<file path="src/rtl/oneshot_pkg.sv">
package oneshot_pkg;

    // gates per polarity
    localparam int N_GATE = 2;

    // timer state as seen from outside the counter
    typedef enum logic [1:0] {
        PH_IDLE   = 2'd0,
        PH_LOCKED = 2'd1,
        PH_OPEN   = 2'd2
    } phase_e;

    // combined enable term of the gate inputs
    function automatic logic gate_open(
        input logic [N_GATE-1:0] lo_n,
        input logic [N_GATE-1:0] hi,
        input logic              clr_n
    );
        return (~&lo_n) & (&hi) & clr_n;
    endfunction

endpackage

</file>
<file path="src/rtl/os_input_filter.sv">
module os_input_filter #(
    parameter int STABLE_N = 2
) (
    input  logic clk,
    input  logic rst,
    input  logic raw,
    output logic lvl
);
    localparam int            CW   = $clog2(STABLE_N + 1);
    localparam logic [CW-1:0] LAST = CW'(STABLE_N - 1);

    typedef struct packed {
        logic          lvl;
        logic [CW-1:0] run;
    } flt_t;

    flt_t r_d, r_q;

    always_comb begin
        r_d = r_q;
        if (rst) begin
            r_d.lvl = raw;
            r_d.run = '0;
        end else if (raw == r_q.lvl) begin
            r_d.run = '0;
        end else if (r_q.run == LAST) begin
            r_d.lvl = raw;
            r_d.run = '0;
        end else begin
            r_d.run = r_q.run + CW'(1);
        end
    end

    always_ff @(posedge clk) begin
        r_q <= r_d;
    end

    assign lvl = r_q.lvl;

endmodule

</file>
<file path="src/rtl/os_gate_detect.sv">
module os_gate_detect
    import oneshot_pkg::*;
(
    input  logic              clk,
    input  logic              rst,
    input  logic [N_GATE-1:0] raw_lo_n,
    input  logic [N_GATE-1:0] raw_hi,
    input  logic [N_GATE-1:0] filt_lo_n,
    input  logic [N_GATE-1:0] filt_hi,
    input  logic              clr_n,
    output logic              trig
);
    typedef struct packed {
        logic prev;
    } det_t;

    det_t r_d, r_q;
    logic open_now;

    always_comb begin
        open_now = gate_open(filt_lo_n, filt_hi, clr_n);
        r_d      = r_q;
        if (rst) begin
            // seed from the live inputs so release cannot look like an edge
            r_d.prev = gate_open(raw_lo_n, raw_hi, clr_n);
        end else begin
            r_d.prev = open_now;
        end
    end

    always_ff @(posedge clk) begin
        r_q <= r_d;
    end

    assign trig = ~rst & open_now & ~r_q.prev;

endmodule

</file>
<file path="src/rtl/os_pulse_timer.sv">
module os_pulse_timer
    import oneshot_pkg::*;
#(
    parameter int WIDTH_W = 16,
    parameter int HOLD_W  = 8
) (
    input  logic               clk,
    input  logic               rst,
    input  logic               clr_n,
    input  logic               trig,
    input  logic [WIDTH_W-1:0] width_cfg,
    input  logic [HOLD_W-1:0]  hold_cfg,
    output phase_e             phase
);
    typedef struct packed {
        logic [WIDTH_W-1:0] width;
        logic [HOLD_W-1:0]  hold_len;
        logic [WIDTH_W-1:0] cnt;
        logic [HOLD_W-1:0]  hold;
    } tmr_t;

    tmr_t   r_d, r_q;
    phase_e ph;

    always_comb begin
        if (r_q.cnt == '0) begin
            ph = PH_IDLE;
        end else if (r_q.hold != '0) begin
            ph = PH_LOCKED;
        end else begin
            ph = PH_OPEN;
        end
    end

    always_comb begin
        r_d = r_q;
        if (rst) begin
            r_d.width    = width_cfg;
            r_d.hold_len = hold_cfg;
            r_d.cnt      = '0;
            r_d.hold     = '0;
        end else if (!clr_n) begin
            r_d.cnt  = '0;
            r_d.hold = '0;
        end else if (trig && ph != PH_LOCKED) begin
            r_d.cnt  = r_q.width;
            r_d.hold = r_q.hold_len;
        end else begin
            if (r_q.cnt != '0) begin
                r_d.cnt = r_q.cnt - WIDTH_W'(1);
            end
            if (r_q.hold != '0) begin
                r_d.hold = r_q.hold - HOLD_W'(1);
            end
        end
    end

    always_ff @(posedge clk) begin
        r_q <= r_d;
    end

    assign phase = ph;

endmodule

</file>
<file path="src/rtl/retrig_oneshot.sv">
module retrig_oneshot
    import oneshot_pkg::*;
#(
    parameter int WIDTH_W  = 16,
    parameter int HOLD_W   = 8,
    parameter int STABLE_N = 2
) (
    input  logic               clk,
    input  logic               rst,
    input  logic [1:0]         gate_lo_n,
    input  logic [1:0]         gate_hi,
    input  logic               clr_n,
    input  logic [WIDTH_W-1:0] width_cfg,
    input  logic [HOLD_W-1:0]  hold_cfg,
    output logic               q,
    output logic               q_n
);
    localparam int N_IN = 2 * N_GATE;

    logic [N_IN-1:0] raw_in;
    logic [N_IN-1:0] filt_in;
    logic            trig;
    phase_e          phase;

    assign raw_in = {gate_hi, gate_lo_n};

    for (genvar g = 0; g < N_IN; g++) begin : g_flt
        os_input_filter #(
            .STABLE_N (STABLE_N)
        ) u_flt (
            .clk (clk),
            .rst (rst),
            .raw (raw_in[g]),
            .lvl (filt_in[g])
        );
    end

    os_gate_detect u_det (
        .clk       (clk),
        .rst       (rst),
        .raw_lo_n  (gate_lo_n),
        .raw_hi    (gate_hi),
        .filt_lo_n (filt_in[N_GATE-1:0]),
        .filt_hi   (filt_in[N_IN-1:N_GATE]),
        .clr_n     (clr_n),
        .trig      (trig)
    );

    os_pulse_timer #(
        .WIDTH_W (WIDTH_W),
        .HOLD_W  (HOLD_W)
    ) u_timer (
        .clk       (clk),
        .rst       (rst),
        .clr_n     (clr_n),
        .trig      (trig),
        .width_cfg (width_cfg),
        .hold_cfg  (hold_cfg),
        .phase     (phase)
    );

    assign q   = (phase != PH_IDLE) & clr_n;
    assign q_n = ~q;

endmodule

</file>
<file path="config.mk">
export PLATFORM = sky130hd
export DESIGN_NAME = retrig_oneshot
export DESIGN_NICKNAME = d
export VERILOG_FILES = /design/src/rtl/oneshot_pkg.sv /design/src/rtl/os_input_filter.sv /design/src/rtl/os_gate_detect.sv /design/src/rtl/os_pulse_timer.sv /design/src/rtl/retrig_oneshot.sv
export SDC_FILE = /design/constraint.sdc
export NUM_CORES = 1
export LEC_CHECK = 0
export ABC_AREA = 1
export CORE_MARGIN = 2
export CORE_UTILIZATION = 30
export CTS_BUF_LIST = sky130_fd_sc_hd__clkbuf_16
export DETAILED_ROUTE_END_ITERATION = 10
export HOLD_SLACK_MARGIN = 0.15
export MAX_ROUTING_LAYER = met4
export PLACE_DENSITY = 0.57
export SYNTH_ARGS = -nofsm -noshare
export SYNTH_HDL_FRONTEND = slang
export SYNTH_HIERARCHICAL = 1
export SYNTH_SLANG_ARGS = --single-unit
</file>
<file path="constraint.sdc">
create_clock -name clk -period 1.6 [get_ports clk]
set_input_delay 0.16 -clock clk [delete_from_list [all_inputs] [get_ports clk]]
set_output_delay 0.16 -clock clk [all_outputs]
set_load 0.01 [all_outputs]
</file>
==> Yosys cells after proc, flatten, opt, wreduce, memory -nomap -nowiden <==
Cells that the tools add are included.
{ "word_totals": {"regBits": 61, "out_inout_bits": 2} }
{ "classes": {"n_reduce_logical": 26, "bitwise": 11, "muxes": 26, "n_addsub": 6, "eq_ne": 13} }
{ "op_table": {"columns": ["op", "n"], "rows": [
  ["2-to-1 mux 24 bit", 1],
  ["2-to-1 mux 2 bit", 10],
  ["logical NOT 16 bit", 1],
  ["2-to-1 mux 16 bit", 1],
  ["AND reduction 2 bit", 8],
  ["nonzero test 16 bit", 1],
  ["subtractor 16 x 1 -> 16 bit, second input constant", 1],
  ["nonzero test 2 bit", 7],
  ["2-to-1 mux 3 bit", 4],
  ["OR reduction 3 bit", 4],
  ["2-to-1 mux 1 bit", 9],
  ["adder 2 x 1 -> 2 bit, second input constant", 4],
  ["equality test 2 x 1 -> 1 bit, second input constant", 4],
  ["2-to-1 mux 8 bit", 1],
  ["inequality test 2 bit, second input constant", 4],
  ["nonzero test 8 bit", 1],
  ["subtractor 8 x 1 -> 8 bit, second input constant", 1],
  ["AND 1 bit", 7],
  ["equality test 1 bit", 4],
  ["inverter 1 bit", 4],
  ["logical NOT 1 bit", 2],
  ["inequality test 2 x 1 -> 1 bit, second input constant", 1],
  ["OR reduction 2 bit", 1],
  ["logical AND 1 bit", 1]
]} }

==> Logic depth before layout (Yosys ltp) <==
Gate-level depths: netlist (run 1).
{ "logic_depth": {"depth_word": 8, "mapped_depth": 12, "ltp_nobuf": 11} }

==> Modules after synthesis <==
The synthesis (run 1) kept the hierarchy.
{ "modules_own_cells": {"columns": ["module", "cells_each", "seq_area_each_um2", "area_per_inst_um2", "n_inst"], "rows": [
  ["os_pulse_timer", 286, 1201.2, 2403.6, 1],
  ["os_input_filter", 16, 70.1, 146.4, 4],
  ["os_gate_detect", 14, 20.0, 80.1, 1],
  ["retrig_oneshot", 4, 0.0, 16.3, 1]
]} }

==> Worst setup path after synthesis (run 1) <==
No wires, ideal clock.
{ "synth_path": {"path_kind": "register to register", "from": "register u_timer/r_q[8] (netlist name)", "to": "register u_timer/r_q[8] (netlist name)", "setup_time_ns": 0.114, "path_buffers": 1, "t_arrival_ns": 1.444, "path_slack_ns": 0.043, "stages_incl_launch_ff": 11, "period_less_slack_ns": 1.557, "t_required_ns": 1.486, "cell_sequence": "dfxtp_1 inv_1 ha_1 nand2_4 nor2_8 nand3_4 nand2_4 nand2_4 buf_6 o21ai_2 nor2_2"} }
{ "synth_via": {"elab_chain_cells": 5, "word_cells_on_any_way": 9, "cone_classes": "add/sub (1); eq/ne (1); mux (3); reduce/logical (4)"} }
{ "synth_lines": {"columns": ["element", "line", "source"], "rows": [
  ["from (decl)", "os_pulse_timer.sv:22", "tmr_t r_d, r_q;"],
  ["from (signal assigned)", "os_pulse_timer.sv:59", "r_q <= r_d;"],
  ["parallel branches: the longest is 5 deep, another holds subtractor 16 x 1 -> 16 bit", null, null]
]} }
Parallel ways; which one is timed is not known. The select of a mux whose other input is x is not followed.
A chain may end at the register's enable or synchronous reset.

==> Final worst setup path (run 1) <==
{ "layout_path": {"from": "register u_timer/r_q[0] (netlist name)", "to": "output q"} }
{ "layout_via": {"elab_chain_cells": 5} }
{ "layout_lines": {"columns": ["element", "line", "source"], "rows": [
  ["nonzero test 8 bit", "os_pulse_timer.sv:28", "end else if (r_q.hold != '0) begin"],
  ["2-to-1 mux 2 bit", "os_pulse_timer.sv:28", null],
  ["2-to-1 mux 2 bit", "os_pulse_timer.sv:26", "if (r_q.cnt == '0) begin"],
  ["via phase[0]", "retrig_oneshot.sv:23", "phase_e phase;"],
  ["nonzero test 2 bit", "retrig_oneshot.sv:62", "assign q = (phase != PH_IDLE) & clr_n;"],
  ["AND 1 bit", "retrig_oneshot.sv:62", null],
  ["to (decl)", "retrig_oneshot.sv:15", "output logic q,"]
]} }
The timed path passes the listed nets, and every way through them passes these cells.

==> insert_results.sql, run 1 <==
INSERT INTO impl_metrics (metric_group, metric, value, unit) VALUES
('layout', 'post-route-util', '0.4396', ''),
('clock_tree', 'cts_num_sinks', '61', ''),
('setup_path', 'cp.arrival', '1.65', 'ns'),
('layout', 'finish.net_count', '503', ''),
('route', 'drt-wirelength-per-cell', '11.64', 'µm'),
('yosys', 'dominantRegCellSynth', 'sky130_fd_sc_hd__dfxtp_1', ''),
('yosys', 'synth_seq_cells', '61', ''),
('floorplan', 'num_io_pins', '33', ''),
('route', 'drt-initial-drc-count', '64', ''),
('global_route', 'total_gr_overflow', '0', ''),
('timing', 'max_slew_headroom', '0.6905', ''),
('place', 'place_area', '3920', 'µm²'),
('global_route', 'grt_max_degree', '24', ''),
('place', 'port_buffers', '32', ''),
('yosys', 'syn-cell-area', '3085', 'µm²'),
('global_route', 'gr-usage-all-layers', '0.1389', ''),
('route', 'route.final.wire_length', '7063', 'µm'),
('timing', 'timing.final.crit_period', '1.811', 'ns'),
('setup_path', 'worstPathRequired', '1.44', 'ns'),
('clock_tree', 'worstSkewPairLatency', '0.33', 'ns'),
('layout', 'syn_to_final_growth', '44.44', '%'),
('timing', 'slew_violations', '0', ''),
('yosys', 'number_of_enable_flip_flop_cells_after_synthesis', '28', ''),
('place', 'gpl.final_weighted_congestion', '0.8234', ''),
('route', 'route.antenna.remaining_nets', '0', ''),
('yosys', 'syn_area_per_cell', '8.384', 'µm²'),
('job', 'max_cap_viol_count', '0', ''),
('outcome', 'violated_checks', 'negative setup slack', ''),
('layout', 'layout-drive-gt1-share', '0.3163', ''),
('timing', 'unrepaired_setup_endpoints_after_global_routing', 'true', ''),
('route', 'drt_pre_antenna_iters', '4', ''),
('yosys', 'yosys.cell_types.count', '28', ''),
('timing', 'layout_setup_ws', '-0.2111', 'ns'),
('hold_path', 'min_path_cells', '1', ''),
('setup_path', 'critPathKind', 'reg -> out', ''),
('floorplan', 'rows', '37', ''),
('timing', 'final-hold-violation-count', '0', ''),
('clock_tree', 'clock_path_buffers', '2', ''),
('yosys', 'synthesis.yosys.warnings', '6', ''),
('floorplan', 'die_area', '11110', 'µm²'),
('clock_tree', 'clock_pin_slew_of_the_registers_on_the_worst_case_setup_and_hold_paths', '0.06', 'ns'),
('route', 'post_drt_via_cell_ratio', '4.298', ''),
('timing', 'setup_viol', '16', ''),
('setup_path', 'reg2reg_from', 'u_timer/r_q[0]$_SDFFE_PP0P_', ''),
('outcome', 'run_status', 'finished, violations left', ''),
('yosys', 'netlist_instances', '368', ''),
('setup_path', 'end_kind', 'output pin', ''),
('yosys', 'synth_seq_area_share', '0.4866', ''),
('hold_path', 'min_path_type', 'in -> reg', ''),
('timing', 'totalNegativeSetupSlack', '-0.7185', 'ns'),
('setup_path', 'r2r_setup_slack', '-0.06', 'ns'),
('floorplan', 'dieWidth', '105.4', 'µm'),
('timing', 'worst-slew-pin-transition', '0.4637', 'ns'),
('floorplan', 'fp.coreArea', '10140', 'µm²'),
('setup_path', 'reg2reg_to', 'u_timer/r_q[14]$_SDFFE_PP0P_', ''),
('route', 'remaining_drc_errors', '0', ''),
('clock_tree', 'cts_inserted_buffers', '9', ''),
('setup_path', 'critical_path.startpoint_type', 'register', ''),
('yosys', 'synthTopCellsByArea', 'sky130_fd_sc_hd__edfxtp_1 27%, sky130_fd_sc_hd__dfxtp_1 21%, sky130_fd_sc_hd__nand2_1 11%, sky130_fd_sc_hd__inv_1 6.4%, sky130_fd_sc_hd__nor2_1 5.5%', ''),
('global_route', 'antenna_found_initial', '0', ''),
('layout', 'number_of_antenna_cells_inserted', '0', ''),
('hold_path', 'timing.hold.worst.start', 'width_cfg[7]', ''),
('clock_tree', 'root_buffer_cell', 'sky130_fd_sc_hd__clkbuf_16', ''),
('yosys', 'synth_nets', '405', ''),
('layout', 'n_fill_cell', '974', ''),
('setup_path', 'r2r_cells', '12', ''),
('yosys', 'asyncSetResetFlopFracSynth', '0', ''),
('place', 'detailedPlacementHpwl', '5091', 'µm'),
('clock_tree', 'cts_max_level', '3', ''),
('yosys', 'top_area_cell_type_share_of_the_netlist_area', '0.2725', ''),
('timing', 'layout_worst_path_cycle_share', '1.132', '');
==> metal layers <==
layer / part of all wire / GRT usage / vias to the layer above
met5: 0 / - / -
met3: 0.030 / 0.03092 / 11
met4: 0.018 / 0.05524 / 0
met2: 0.50 / 0.2410 / 36
li1: - / - / 1365
met1: 0.45 / 0.1548 / 1197
==> worst max-delay path by stage <==
stage | startpoint | slack, ns | end | cells after the start
5_1_grt | u_timer/r_q[0]$_SDFFE_PP0P_ | -0.33 | q | 11
4_1_cts | u_timer/r_q[1]$_SDFFE_PP0P_ | -0.24 | q | 11
3_5_place_dp | u_timer/r_q[0]$_SDFFE_PP0P_ | -0.30 | q | 11
6_report | u_timer/r_q[0]$_SDFFE_PP0P_ | -0.21 | q | 11
3_3_place_gp | u_timer/r_q[0]$_SDFFE_PP0P_ | -0.28 | q | 11
2_1_floorplan | u_timer/r_q[8]$_SDFFE_PP0P_ | 0.04 | u_timer/r_q[8]$_SDFFE_PP0P_ | 10
==> layout by cell type, fill, tap and decap left out, types with 2 or more instances in the layout <==
cell type                         instances
sky130_fd_sc_hd__ha_4                     2
sky130_fd_sc_hd__o21ai_2                  2
sky130_fd_sc_hd__a21oi_1                  6
sky130_fd_sc_hd__buf_6                    4
sky130_fd_sc_hd__nor3_1                   2
sky130_fd_sc_hd__o21ai_1                  3
sky130_fd_sc_hd__dfxtp_2                  2
sky130_fd_sc_hd__xor2_1                  12
sky130_fd_sc_hd__nand2_4                  6
sky130_fd_sc_hd__nand2_2                 12
sky130_fd_sc_hd__buf_4                   56
sky130_fd_sc_hd__o21bai_2                 5
sky130_fd_sc_hd__xnor2_1                  3
sky130_fd_sc_hd__buf_2                    2
sky130_fd_sc_hd__ha_1                     4
sky130_fd_sc_hd__inv_2                    7
sky130_fd_sc_hd__nand2_1                 82
sky130_fd_sc_hd__clkbuf_16                9
sky130_fd_sc_hd__inv_1                   49
sky130_fd_sc_hd__nor2_4                   3
sky130_fd_sc_hd__nand2_8                  3
sky130_fd_sc_hd__nand3_1                 21
sky130_fd_sc_hd__nor2_1                  43
sky130_fd_sc_hd__nand3_2                 15
sky130_fd_sc_hd__edfxtp_1                28
sky130_fd_sc_hd__a21oi_2                  2
sky130_fd_sc_hd__dfxtp_1                 31
sky130_fd_sc_hd__nand3b_1                 2
sky130_fd_sc_hd__nor2_2                  11
sky130_fd_sc_hd__nand4_1                  4
sky130_fd_sc_hd__clkinvlp_4               2
sky130_fd_sc_hd__clkdlybuf4s50_1         30
==> cell type report <==
type                            count  area [µm²]  area share
Inverter                           55       214.0     0.04801
Timing Repair Buffer               92       775.7      0.1741
Sequential cell                    61        1504      0.3375
Clock inverter                      7       61.31     0.01376
Multi-Input combinational cell    247        1506      0.3380
Tap cell                          136       170.2     0.03818
Clock buffer                        9       225.2     0.05053
==> what timing repair did <==
item / in CTS / in global routing
setup buffers: 7 / 4
hold buffers: 0 / 0
gates cloned: 2 / 0
endpoints found under the setup margin: 20 / 26
pin swaps: 25 / 12
resized for setup: 49 / 15
==> sequential cells by signal, summed over array words and instances, names as in the netlist <==
signal,cells
g_flt.u_flt/lvl,4
g_flt.u_flt/r_q,8
u_det/r_q,1
u_timer/r_q,48
==> through the flow <==
stage / hold WS, ns / cells
finish: 0.3840 / 607
global route: 0.3845 / 607
floorplan: 0.2589 / 368
detailed placement: 0.4138 / 583
global placement: 0.4044 / 583
CTS: 0.3722 / 604
==> cell families (layout without fill, tap and decap cells) <==
family | Yosys count | in the layout | synth area share
AO/OA/AOI/OAI | 20 | 20 | 0.04379
XOR/XNOR | 15 | 15 | 0.04258
adder cells (fa/ha/maj) | 6 | 6 | 0.02433
buffers and inverters | 61 | 163 | 0.08434
flip-flops | 61 | 61 | 0.4866
AND/OR/NAND/NOR | 205 | 206 | 0.3183
==> critical path: stages, from the launching register on <==
cell	delay [ns]
sky130_fd_sc_hd__dfxtp_2	0.32
sky130_fd_sc_hd__inv_2	0.07
sky130_fd_sc_hd__ha_4	0.15
sky130_fd_sc_hd__nand2_4	0.05
sky130_fd_sc_hd__nor2_4	0.09
sky130_fd_sc_hd__nand4_1	0.12
sky130_fd_sc_hd__buf_4	0.17
sky130_fd_sc_hd__nand2_4	0.06
sky130_fd_sc_hd__inv_2	0.04
sky130_fd_sc_hd__nor2_2	0.08
sky130_fd_sc_hd__nor2_1	0.04
sky130_fd_sc_hd__buf_2	0.13
Power of run 1 is left out: the tool's default activity adds up to more than one toggle a clock period on the data nets, which glitch-free logic cannot reach.
==> run 2, diff against run 1 <==
--- a/config.mk
+++ b/config.mk
@@ -6,13 +6,14 @@
 export NUM_CORES = 1
 export LEC_CHECK = 0
 export ABC_AREA = 1
+export CAP_MARGIN = 20
 export CORE_MARGIN = 2
 export CORE_UTILIZATION = 30
 export CTS_BUF_LIST = sky130_fd_sc_hd__clkbuf_16
 export DETAILED_ROUTE_END_ITERATION = 10
 export HOLD_SLACK_MARGIN = 0.15
 export MAX_ROUTING_LAYER = met4
-export PLACE_DENSITY = 0.57
+export PLACE_DENSITY_LB_ADDON = 0.3
 export SYNTH_ARGS = -nofsm -noshare
 export SYNTH_HDL_FRONTEND = slang
 export SYNTH_HIERARCHICAL = 1
==> run 2 against run 1 <==
Compared with the run above:
- the run still ends with negative setup slack left
- sequential cell count is the same
- routed wire length grew 2.9%
- critical endpoint unchanged
- sequential share of layout area shrank 0.89 points
- first-iteration DRC count grew 36%
- via count grew 1.8%
- worst setup slack gained 0.029 ns
- fmax grew 1.6%
==> insert_results.sql, run 2 (synthesized netlist as in run 1, its figures left out) <==
INSERT INTO impl_metrics (metric_group, metric, value, unit) VALUES
('clock_tree', 'clock_pin_slew_of_the_registers_on_the_worst_case_setup_and_hold_paths', '0.05', 'ns'),
('route', 'drt-initial-drc-count', '87', ''),
('layout', 'mostFrequentLayoutCell', 'sky130_fd_sc_hd__nand2_1', ''),
('route', 'route.final.wire_length', '7270', 'µm'),
('setup_path', 'critPathKind', 'reg -> out', ''),
('timing', 'layout_worst_path_cycle_share', '1.114', ''),
('floorplan', 'rows', '37', ''),
('timing', 'max_slew_headroom', '0.6695', ''),
('job', 'max_cap_viol_count', '0', ''),
('clock_tree', 'cts_max_level', '3', ''),
('timing', 'setup_viol', '9', ''),
('clock_tree', 'cts_tree', 'done', ''),
('timing', 'worst-slew-pin-transition', '0.4951', 'ns'),
('global_route', 'antenna_found_initial', '0', ''),
('layout', 'finish.net_count', '504', ''),
('global_route', 'grt_first_pass_wirelength', '12100', 'µm'),
('setup_path', 'timing.critical_path.fanout_max', '2', ''),
('place', 'gpl.final_weighted_congestion', '0.8295', ''),
('layout', 'post-route-util', '0.4516', ''),
('layout', 'layout_common_cells', '76 x sky130_fd_sc_hd__nand2_1, 57 x sky130_fd_sc_hd__buf_4, 48 x sky130_fd_sc_hd__inv_1, 44 x sky130_fd_sc_hd__nor2_1, 31 x sky130_fd_sc_hd__dfxtp_1', ''),
('global_route', 'total_gr_overflow', '0', ''),
('hold_path', 'min_path_type', 'in -> reg', ''),
('timing', 'fmaxAchievable', '561.2', 'MHz'),
('layout', 'syn_to_final_growth', '48.38', '%'),
('floorplan', 'floorplan.initialDensity', '0.3043', ''),
('clock_tree', 'cts_inserted_buffers', '9', ''),
('route', 'drt_pre_antenna_iters', '4', ''),
('floorplan', 'dieWidth', '105.4', 'µm'),
('layout', 'stdcell_area', '4578', 'µm²'),
('clock_tree', 'cts_num_sinks', '61', ''),
('route', 'vias', '2657', ''),
('setup_path', 'critical_path.startpoint_type', 'register', ''),
('place', 'port_buffers', '32', ''),
('clock_tree', 'worstSkewPairLatency', '0.32', 'ns'),
('timing', 'slew_violations', '0', ''),
('setup_path', 'end_kind', 'output pin', ''),
('timing', 'timing.final.crit_period', '1.782', 'ns'),
('outcome', 'run_status', 'finished, violations left', ''),
('setup_path', 'cp.arrival', '1.62', 'ns'),
('route', 'route.antenna.remaining_nets', '0', ''),
('layout', 'largest_reg_flops', '48', ''),
('timing', 'clock_skew', '0.01012', 'ns'),
('layout', 'n_fill_cell', '970', ''),
('clock_tree', 'root_buffer_cell', 'sky130_fd_sc_hd__clkbuf_16', ''),
('route', 'post_drt_via_cell_ratio', '4.370', ''),
('timing', 'layout_setup_ws', '-0.1818', 'ns'),
('route', 'drt-wirelength-per-cell', '11.96', 'µm'),
('outcome', 'violated_checks', 'negative setup slack', ''),
('timing', 'final-hold-violation-count', '0', ''),
('layout', 'number_of_antenna_cells_inserted', '0', ''),
('place', 'place_area', '3928', 'µm²'),
('clock_tree', 'hold_fix_buffer_count_after_cts', '0', ''),
('global_route', 'grt_max_degree', '22', ''),
('route', 'remaining_drc_errors', '0', ''),
('setup_path', 'worstPathRequired', '1.44', 'ns'),
('floorplan', 'die_area', '11110', 'µm²'),
('global_route', 'vias_in_the_first_global_route', '2695', ''),
('floorplan', 'num_io_pins', '33', ''),
('floorplan', 'chip_height', '105.4', 'µm'),
('timing', 'unrepaired_setup_endpoints_after_global_routing', 'true', ''),
('global_route', 'gr-usage-all-layers', '0.1435', ''),
('floorplan', 'fp.coreArea', '10140', 'µm²'),
('clock_tree', 'clock_path_buffers', '2', ''),
('place', 'detailedPlacementHpwl', '5055', 'µm'),
('layout', 'layout-drive-gt1-share', '0.3453', ''),
('layout', 'largest_register', 'u_timer/r_q', '');
==> run 2: cell count changes in the layout (fill, tap and decap cells not counted), sizes merged <==
| cell | before | now |
|---|---|---|
| bufinv | 1 | 2 |
| buf | 62 | 63 |
| clkinv | 2 | 3 |
| clkinvlp | 2 | 0 |
==> run 2: path summary, 6_finish.rpt <==
| kind | from | to | slack, ns | cells past startpoint |
|---|---|---|---|---|
| setup / recovery | u_timer/r_q[1]$_SDFFE_PP0P_ | q | -0.18 | 11 |
| hold / removal | hold_cfg[0] | u_timer/r_q[24]$_DFFE_PP_ | 0.39 | 1 |
| setup reg to reg | u_timer/r_q[1]$_SDFFE_PP0P_ | u_timer/r_q[13]$_SDFFE_PP0P_ | -0.03 | 12 |
| hold reg to reg | g_flt[1].u_flt/r_q[0]$_SDFF_PP0_ | g_flt[1].u_flt/r_q[0]$_SDFF_PP0_ | 0.42 | 1 |
==> run 2: repair_timing <==
action,4_1_cts,5_1_grt
pin swaps,22,22
gates resized for setup,40,41
endpoints found under the setup margin,20,26
gates cloned,1,0
buffers inserted,8,3
hold endpoints to repair,0,0
==> run 2: area by class of cell <==
cell class | instances | area, µm² | area share
clock buffers | 9 | 225.2 | 0.04919
clock inverters | 7 | 83.83 | 0.01831
inverters | 55 | 211.5 | 0.04619
multi-input cells | 247 | 1597 | 0.3487
flip-flops and latches | 61 | 1504 | 0.3285
well taps | 136 | 170.2 | 0.03717
repair buffers | 93 | 787.0 | 0.1719
==> run 2: worst max-delay path, stage by stage (launching register included) <==
cell,delay (ns)
sky130_fd_sc_hd__dfxtp_2,0.32
sky130_fd_sc_hd__inv_2,0.07
sky130_fd_sc_hd__ha_4,0.13
sky130_fd_sc_hd__nand2_2,0.05
sky130_fd_sc_hd__nor2_2,0.09
sky130_fd_sc_hd__nand4_1,0.17
sky130_fd_sc_hd__inv_1,0.11
sky130_fd_sc_hd__nand2_1,0.06
sky130_fd_sc_hd__inv_2,0.05
sky130_fd_sc_hd__nor2_1,0.03
sky130_fd_sc_hd__nor2_1,0.07
sky130_fd_sc_hd__buf_2,0.13
==> run 2: metrics by stage <==
step / cells / worst slack, ns / hold WS [ns] / setup TNS (ns)
5_1_grt: 608 / -0.2931 / 0.3825 / -2.816
6_report: 608 / -0.1818 / 0.3909 / -0.4357
3_3_place_gp: 584 / -0.2715 / 0.4043 / -4.059
2_1_floorplan: 368 / 0.04279 / 0.2589 / 0
4_1_cts: 607 / -0.2223 / 0.3782 / -0.5213
3_5_place_dp: 584 / -0.3009 / 0.4187 / -3.759
==> run 2: layer usage <==
layer | vias up | routed length (µm) | GRT usage
met3 | 8 | 249 | 0.03834
li1 | 1361 | - | -
met1 | 1240 | 3131 | 0.1559
met2 | 48 | 3792 | 0.2502
met4 | 0 | 97 | 0.05429
met5 | - | 0 | -
Power of run 2 is left out for the same reason.
